--- src/rtl/ds_pkg.sv ---
package ds_pkg;
    typedef enum logic [0:0] {
        ENC_OFFER = 1'b0,
        ENC_HOLD  = 1'b1
    } enc_state_t;

    typedef enum logic [1:0] {
        DEC_WATCH = 2'd0,
        DEC_EMIT  = 2'd1,
        DEC_FAULT = 2'd2
    } dec_state_t;
endpackage

--- src/rtl/ds_sync.sv ---
module ds_sync #(
    parameter int W      = 2,
    parameter int STAGES = 2
) (
    input  logic         clk,
    input  logic         rst_n,
    input  logic [W-1:0] async_in,
    output logic [W-1:0] sync_out
);
    logic [W-1:0] chain [STAGES];

    generate
        for (genvar g = 0; g < STAGES; g++) begin : g_stage
            if (g == 0) begin : g_first
                always_ff @(posedge clk or negedge rst_n) begin
                    if (!rst_n) chain[g] <= '0;
                    else        chain[g] <= async_in;
                end
            end else begin : g_next
                always_ff @(posedge clk or negedge rst_n) begin
                    if (!rst_n) chain[g] <= '0;
                    else        chain[g] <= chain[g-1];
                end
            end
        end
    endgenerate

    assign sync_out = chain[STAGES-1];
endmodule

--- src/rtl/ds_tx.sv ---
module ds_tx
    import ds_pkg::*;
#(
    parameter int DIV = 4
) (
    input  logic clk,
    input  logic rst_n,
    input  logic in_bit,
    input  logic in_valid,
    output logic in_ready,
    output logic line_d,
    output logic line_s
);
    localparam int CW = (DIV > 2) ? $clog2(DIV) : 1;
    localparam logic [CW-1:0] LAST = CW'(DIV - 2);

    enc_state_t state, state_nx;
    logic [CW-1:0] cnt;
    logic take;

    assign take = (state == ENC_OFFER) && in_valid;

    always_comb begin
        state_nx = state;
        unique case (state)
            ENC_OFFER: if (in_valid) state_nx = ENC_HOLD;
            ENC_HOLD:  if (cnt == LAST) state_nx = ENC_OFFER;
            default:   state_nx = ENC_OFFER;
        endcase
    end

    always_ff @(posedge clk or negedge rst_n) begin
        if (!rst_n) begin
            state <= ENC_OFFER;
            cnt   <= '0;
        end else begin
            state <= state_nx;
            if (take)                  cnt <= '0;
            else if (state == ENC_HOLD) cnt <= cnt + 1'b1;
        end
    end

    // line_d doubles as the memory of the previous bit
    always_ff @(posedge clk or negedge rst_n) begin
        if (!rst_n) begin
            line_d <= 1'b0;
            line_s <= 1'b0;
        end else if (take) begin
            line_d <= in_bit;
            if (in_bit == line_d) line_s <= ~line_s;
        end
    end

    always_comb begin
        in_ready = (state == ENC_OFFER);
    end

    p_data_bit_r2: assert property (@(posedge clk) disable iff (!rst_n)
        (in_valid && in_ready) |=> (line_d == $past(in_bit)));

    p_one_wire_r4: assert property (@(posedge clk) disable iff (!rst_n)
        (in_valid && in_ready) |=>
            ((line_d != $past(line_d)) != (line_s != $past(line_s))));

    p_ready_gap_r5: assert property (@(posedge clk) disable iff (!rst_n)
        (in_valid && in_ready) |=> !in_ready);

    p_hold_r6: assert property (@(posedge clk) disable iff (!rst_n)
        !(in_valid && in_ready) |=> ($stable(line_d) && $stable(line_s)));

    initial begin
        a_div_r5: assert (DIV >= 2);
    end
endmodule

--- src/rtl/ds_rx.sv ---
module ds_rx
    import ds_pkg::*;
#(
    parameter int SYNC = 2
) (
    input  logic clk,
    input  logic rst_n,
    input  logic rx_d,
    input  logic rx_s,
    output logic out_bit,
    output logic out_valid,
    output logic out_err
);
    logic [1:0] cur, prev, moved;
    dec_state_t state, state_nx;
    logic bit_q;

    ds_sync #(.W(2), .STAGES(SYNC)) u_sync (
        .clk      (clk),
        .rst_n    (rst_n),
        .async_in ({rx_d, rx_s}),
        .sync_out (cur)
    );

    assign moved = cur ^ prev;

    always_comb begin
        unique case (moved)
            2'b00:        state_nx = DEC_WATCH;
            2'b01, 2'b10: state_nx = DEC_EMIT;
            default:      state_nx = DEC_FAULT;
        endcase
    end

    always_ff @(posedge clk or negedge rst_n) begin
        if (!rst_n) begin
            state <= DEC_WATCH;
            prev  <= 2'b00;
            bit_q <= 1'b0;
        end else begin
            state <= state_nx;
            prev  <= cur;
            if (state_nx == DEC_EMIT) bit_q <= cur[1];
        end
    end

    always_comb begin
        out_valid = 1'b0;
        out_err   = 1'b0;
        unique case (state)
            DEC_WATCH: ;
            DEC_EMIT:  out_valid = 1'b1;
            DEC_FAULT: out_err   = 1'b1;
            default:   ;
        endcase
        out_bit = bit_q;
    end

    p_excl_r8: assert property (@(posedge clk) disable iff (!rst_n)
        !(out_valid && out_err));

    p_pulse_r7: assert property (@(posedge clk) disable iff (!rst_n)
        out_valid |=> !out_valid);
endmodule

--- src/rtl/ds_link.sv ---
module ds_link #(
    parameter int DIV  = 4,
    parameter int SYNC = 2
) (
    input  logic clk,
    input  logic rst_n,
    input  logic in_bit,
    input  logic in_valid,
    output logic in_ready,
    output logic line_d,
    output logic line_s,
    input  logic rx_d,
    input  logic rx_s,
    output logic out_bit,
    output logic out_valid,
    output logic out_err
);
    ds_tx #(.DIV(DIV)) u_tx (
        .clk      (clk),
        .rst_n    (rst_n),
        .in_bit   (in_bit),
        .in_valid (in_valid),
        .in_ready (in_ready),
        .line_d   (line_d),
        .line_s   (line_s)
    );

    ds_rx #(.SYNC(SYNC)) u_rx (
        .clk       (clk),
        .rst_n     (rst_n),
        .rx_d      (rx_d),
        .rx_s      (rx_s),
        .out_bit   (out_bit),
        .out_valid (out_valid),
        .out_err   (out_err)
    );
endmodule

--- config.mk ---
export PLATFORM = sky130hd
export DESIGN_NAME = ds_link
export DESIGN_NICKNAME = d
export VERILOG_FILES = /design/src/rtl/ds_pkg.sv /design/src/rtl/ds_sync.sv /design/src/rtl/ds_tx.sv /design/src/rtl/ds_rx.sv /design/src/rtl/ds_link.sv
export SDC_FILE = /design/constraint.sdc
export NUM_CORES = 1
export LEC_CHECK = 0
export ABC_AREA = 1
export BUFFER_PORTS_ARGS = -buffer_cell sky130_fd_sc_hd__buf_2
export CAP_MARGIN = 20
export CORE_AREA = 2 2 39 41
export CTS_CLUSTER_DIAMETER = 40
export DETAILED_ROUTE_END_ITERATION = 16
export DIE_AREA = 0 0 41 43
export HOLD_SLACK_MARGIN = 0.05
export PLACE_DENSITY = 0.75
export SETUP_SLACK_MARGIN = 0.4
export SLEW_MARGIN = 20
export SYNTH_ARGS = -nofsm -noshare
export SYNTH_HDL_FRONTEND = slang
export SYNTH_SLANG_ARGS = --single-unit
--- constraint.sdc ---
create_clock -name clk -period 1.15 [get_ports clk]
set_input_delay 0.23 -clock clk [delete_from_list [all_inputs] [get_ports clk]]
set_output_delay 0.23 -clock clk [all_outputs]
set_load 0.01 [all_outputs]
Yosys cells after proc, flatten, opt, wreduce, memory -nomap -nowiden
Index checks and enable logic that the tools add are counted.
W data, S select, Z words.
Operators by class
  $add $sub $neg: 1
  equality and inequality tests: 7
  mux-type cells: 8
  bitwise logic cells: 3
  reductions and logical operators: 5
Operator list (number)
  $eq A2 B1 Y1 const B: 3
  $eq A2 B2 Y1 const B: 3
  $mux W1: 4
  $mux W2: 2
  $pmux W2 S2: 1
  $add A2 B1 Y2 const B: 1
  $logic_not A2 Y1: 1
  $not A1 Y1: 2
  $pmux W1 S2: 1
  $reduce_and A2 Y1: 1
  $reduce_bool A2 Y1: 1
  $reduce_or A2 Y1: 1
  $xor A2 B2 Y2: 1
  $eq A1 B1 Y1: 1
  $logic_and A1 B1 Y1: 1
Storage, ports and cells
  flip-flop bits (word level): 14
  bits of input ports: 6
  word-level logic and storage cells: 33

Depth between registers and ports, before layout
  depth in word-level cells: 5
  depth in mapped cells: 5
  mapped depth without buffers: 5

Cells and area by module
A second synthesis with hierarchy kept.
Unflattened totals
  cells, all modules: 57
  area total of the unflattened synthesis: 560.5 µm²
Modules (own cells, without submodules)
  ds_tx: times used 1, cells an instance 27, area an instance 240.2 µm², seq. area each 125.1 µm²
  ds_rx: times used 1, cells an instance 24, area an instance 205.2 µm², seq. area each 125.1 µm²
  ds_sync: times used 1, cells an instance 6, area an instance 115.1 µm², seq. area each 100.1 µm²

Worst setup path before layout
OpenSTA, ideal clock, no wires.
  path type: reg-to-reg
  start point: register u_rx.u_sync.chain, in the netlist u_rx.u_sync.sync_out[1]
  end point: register u_rx.bit_q, in the netlist u_rx.out_bit
  arrival: 1.118 ns
  required time: 1.023 ns
  setup slack: -0.095 ns
  cell stages (with the launch flop): 4
  path buffers: 0
  period minus slack after synthesis: 1.245 ns
  path through: dfrtp_1 -> xor2_1 -> ha_1 -> mux2_1
Between the ends
  word-level cells in the longest chain between the ends: 5
  elaborated cells on any way between the ends: 7
  those cells by class: eq/ne (3); mux (1); bitwise (1); reduce/logical (2)
RTL lines
  start: declaration: RTL line ds_sync.sv:10  | logic [W-1:0] chain [STAGES];
  start signal: indexed assignment: RTL line ds_sync.sv:22  | else chain[g] <= chain[g-1];
  $xor A2 B2 Y2 (*): RTL line ds_rx.sv:25  | assign moved = cur ^ prev;
  $eq A2 B1 Y1 or $eq A2 B2 Y1 (tied branches): RTL line ds_rx.sv:28  | unique case (moved)
  $reduce_or A2 Y1: RTL line ds_rx.sv:28
  $pmux W2 S2 (*): RTL line ds_rx.sv:28
  named net u_rx.state_nx[0]: RTL line ds_rx.sv:15  | dec_state_t state, state_nx;
  $eq A2 B1 Y1 (*): RTL line ds_rx.sv:43  | if (state_nx == DEC_EMIT) bit_q <= cur[1];
  end signal: assignment: RTL line ds_rx.sv:43
  end: declaration: RTL line ds_rx.sv:16  | logic bit_q;
The timed path passes the listed nets; every way through them passes the cells marked *.
A chain may end at the register's enable or synchronous reset.

Worst setup path in the final report
  start point: register u_rx.u_sync.chain, in the netlist u_rx.u_sync.sync_out[0]
  end point: register u_rx.bit_q, in the netlist u_rx.out_bit
Same word-level chain as after synthesis.

==> results.toml <==
[timing]
rsz0062_at_grt = "yes"
setup_slack_ps = -139.0
slew_violations = 0
finalCritPeriodShare_pct = 112.1
holdWs_ps = 235.0
slew_headroom_pct = 79.66
fmax_ghz = 0.7758
clock_skew_ps = 2.901
tightest_slew_ps = 305.1
setup_viol = 2
layout_min_cycle_time_ps = 1289
finalHoldViolCount = 0
finalSetupTns_ps = -206.7

[setup_path]
critPathKind = "register to register"
worstPathArrival_ps = 1450
critPathLaunchType = "register"
critical_path.max_fanout = 2
crit_family = "flip-flops"
rrSetupSlack_ps = -140
path_buf_inv = 0
cp.required_ps = 1310
slowest_delay_ps = 410
critical-path-slowest-cell = "dfrtp_1"
end_kind = "register"
crit_chain = "xor2_1 > ha_1 > mux2_4"

[floorplan]
start_util_pct = 38.07
die_w_um = 41
core.rowCount = 14
die_area_um2 = 1763
io_pins = 12
core_area_um2 = 1384
die_h_um = 43

[global_routing]
grt_first_pass_wirelength_um = 1435
antenna_found_initial = 0
grt_max_degree = 15
grt_pass1_vias = 398
grt_overflow = 0
grt.total_usage_pct = 12.35

[yosys]
synthCells = 44
yosys.area.top_type = "dfrtp_1"
postSynthAreaPerCell_um2 = 11.97
synth_cell_types = 14
syn_nets = 52
synth_seq_cells = 14
yosysWarnings = 0
ys_seq_area_share_pct = 66.51
synth_top_area_share_pct = 66.51
synthTopCellsByArea = "dfrtp_1 (67%), inv_1 (5.0%), nand2_1 (5.0%)"
syn_area_um2 = 526.8

[finish]
fillers = 117
final_area_um2 = 820.8
ff_latch_area_um2 = 351.6
final_util_pct = 59.31
layout-drive-gt1-share_pct = 55.26
syn2layout_area_growth_pct = 55.82
final_cell_mix = "dfrtp_1 (13), buf_2 (10), buf_4 (10)"
multiInputGateArea_um2 = 171.4
mostFrequentLayoutCell = "dfrtp_1"
nNetsFinal = 85
antenna_cells = 0

[drt]
dr_total_vias = 401
wl_per_cell_um = 11.16
via_per_inst = 4.359
first_iter_violations = 7
ant_nets = 0
drt_pass1_iterations = 2
wirelength_um = 1027
drc = 0

[cts]
cts_root_buf = "clkbuf_4"
clkSinkCount = 14
clk_pin_slew_ps = 80
clkLatencyLatePin_ps = 270
cts_made_buffers = 3
cts_max_path_buffers = 2
cts_tree = "done"
htree_levels = 1

[power]
power_density_nw_per_um2 = 2162
ir_worst_vdd_mv = 1.335
leakage_uw = 0.0004261

[worst_hold_path]
worstHoldPathType = "input port to register"

[placement]
hpwlAfterDp_um = 571.1
gp_congestion = 0.5821
portBuffers = 11
place_area_um2 = 613.1

[flow_run]
maxCapViolations = 0

[outcome]
status = "finished with violations"
violations = "negative setup slack"
-- worst reg2reg max path, delay by kind of cell, from the launching register on --
family | cells | cell delay (ps)
flops | 1 | 410
fa+ha+maj | 1 | 320
mux | 1 | 300
xor+xnor | 1 | 160
-- through the flow --
step                total power, uW  std cells  worst slack [ps]
floorplan                     964.8         44            -93.14
detailed placement             1102         71            -147.0
finish                         1775         92            -139.0
global placement               1074         71            -102.1
global route                   1896         92            -172.9
CTS                            1664         87            -129.4
-- power by group --
part	total (uW)	switching, uW	internal, uW
Sequential	677	66.0	611
Combinational	760	341	419
Clock	338	146	192
-- per-layer routing --
metal | global-route usage [%] | vias up | part of all wire (%)
li1 | - | 200 | -
met1 | 13.24 | 193 | 42
met2 | 20.94 | 8 | 55
met3 | 3.141 | 0 | 3.0
met4 | 6.000 | 0 | 0
met5 | 0 | - | 0
-- cell families after synthesis --
logic type,synth area share [%]
flip-flops,66.51
buffers and inverters,5.701
multiplexers,2.138
AND/OR/NAND/NOR,12.35
AO/OA/AOI/OAI,5.224
XOR/XNOR,3.326
adder cells (fa/ha/maj),4.750
-- cell type report --
cell class	instances	area share [%]
multi-input combinational	22	20.88
tap	16	2.439
clock buffer	4	4.421
timing repair buffer	28	25.76
inverter	8	3.659
sequential	14	42.84
-- repair_timing --
| action | 4_1_cts | 5_1_grt |
|---|---|---|
| endpoints found under the setup margin | 14 | 14 |
| resized for setup | 5 | 5 |
| pin swaps | 3 | 2 |
| setup buffers | 9 | 5 |
| hold buffers | 3 | 0 |
| endpoints found under the hold margin | 16 | 0 |
-- sequential cells by signal, summed over array words and instances, names as in the netlist --
signal / count
u_rx.state: 2
u_rx.out_bit: 1
u_rx.u_sync.chain: 2
u_rx.u_sync.sync_out: 2
u_tx.cnt: 2
u_tx.state: 1
u_rx.prev: 2
u_tx.line_d: 1
u_tx.line_s: 1
-- final timing paths --
path / endpoint / startpoint / cells past startpoint
worst max register to register: u_rx.out_bit / u_rx.u_sync.sync_out[0] / 3
worst max-delay path: u_rx.out_bit / u_rx.u_sync.sync_out[0] / 3
min in group asynchronous: u_rx.prev[0] / rst_n / 2
max in group asynchronous: u_tx.state / rst_n / 2
worst min-delay path: u_tx.line_d / in_bit / 3
worst min register to register: u_rx.u_sync.sync_out[1] / u_rx.u_sync.chain[3] / 0
-- synthesized netlist by cell type (all sizes together) --
master / count
inv: 8
nand2: 7
nand4: 1
a21oi: 1
dfrtp: 14
ha: 2
nand3: 1
xor2: 2
nor2: 4
o21ai: 3
mux2: 1
Power figures use the tool's default switching activity.
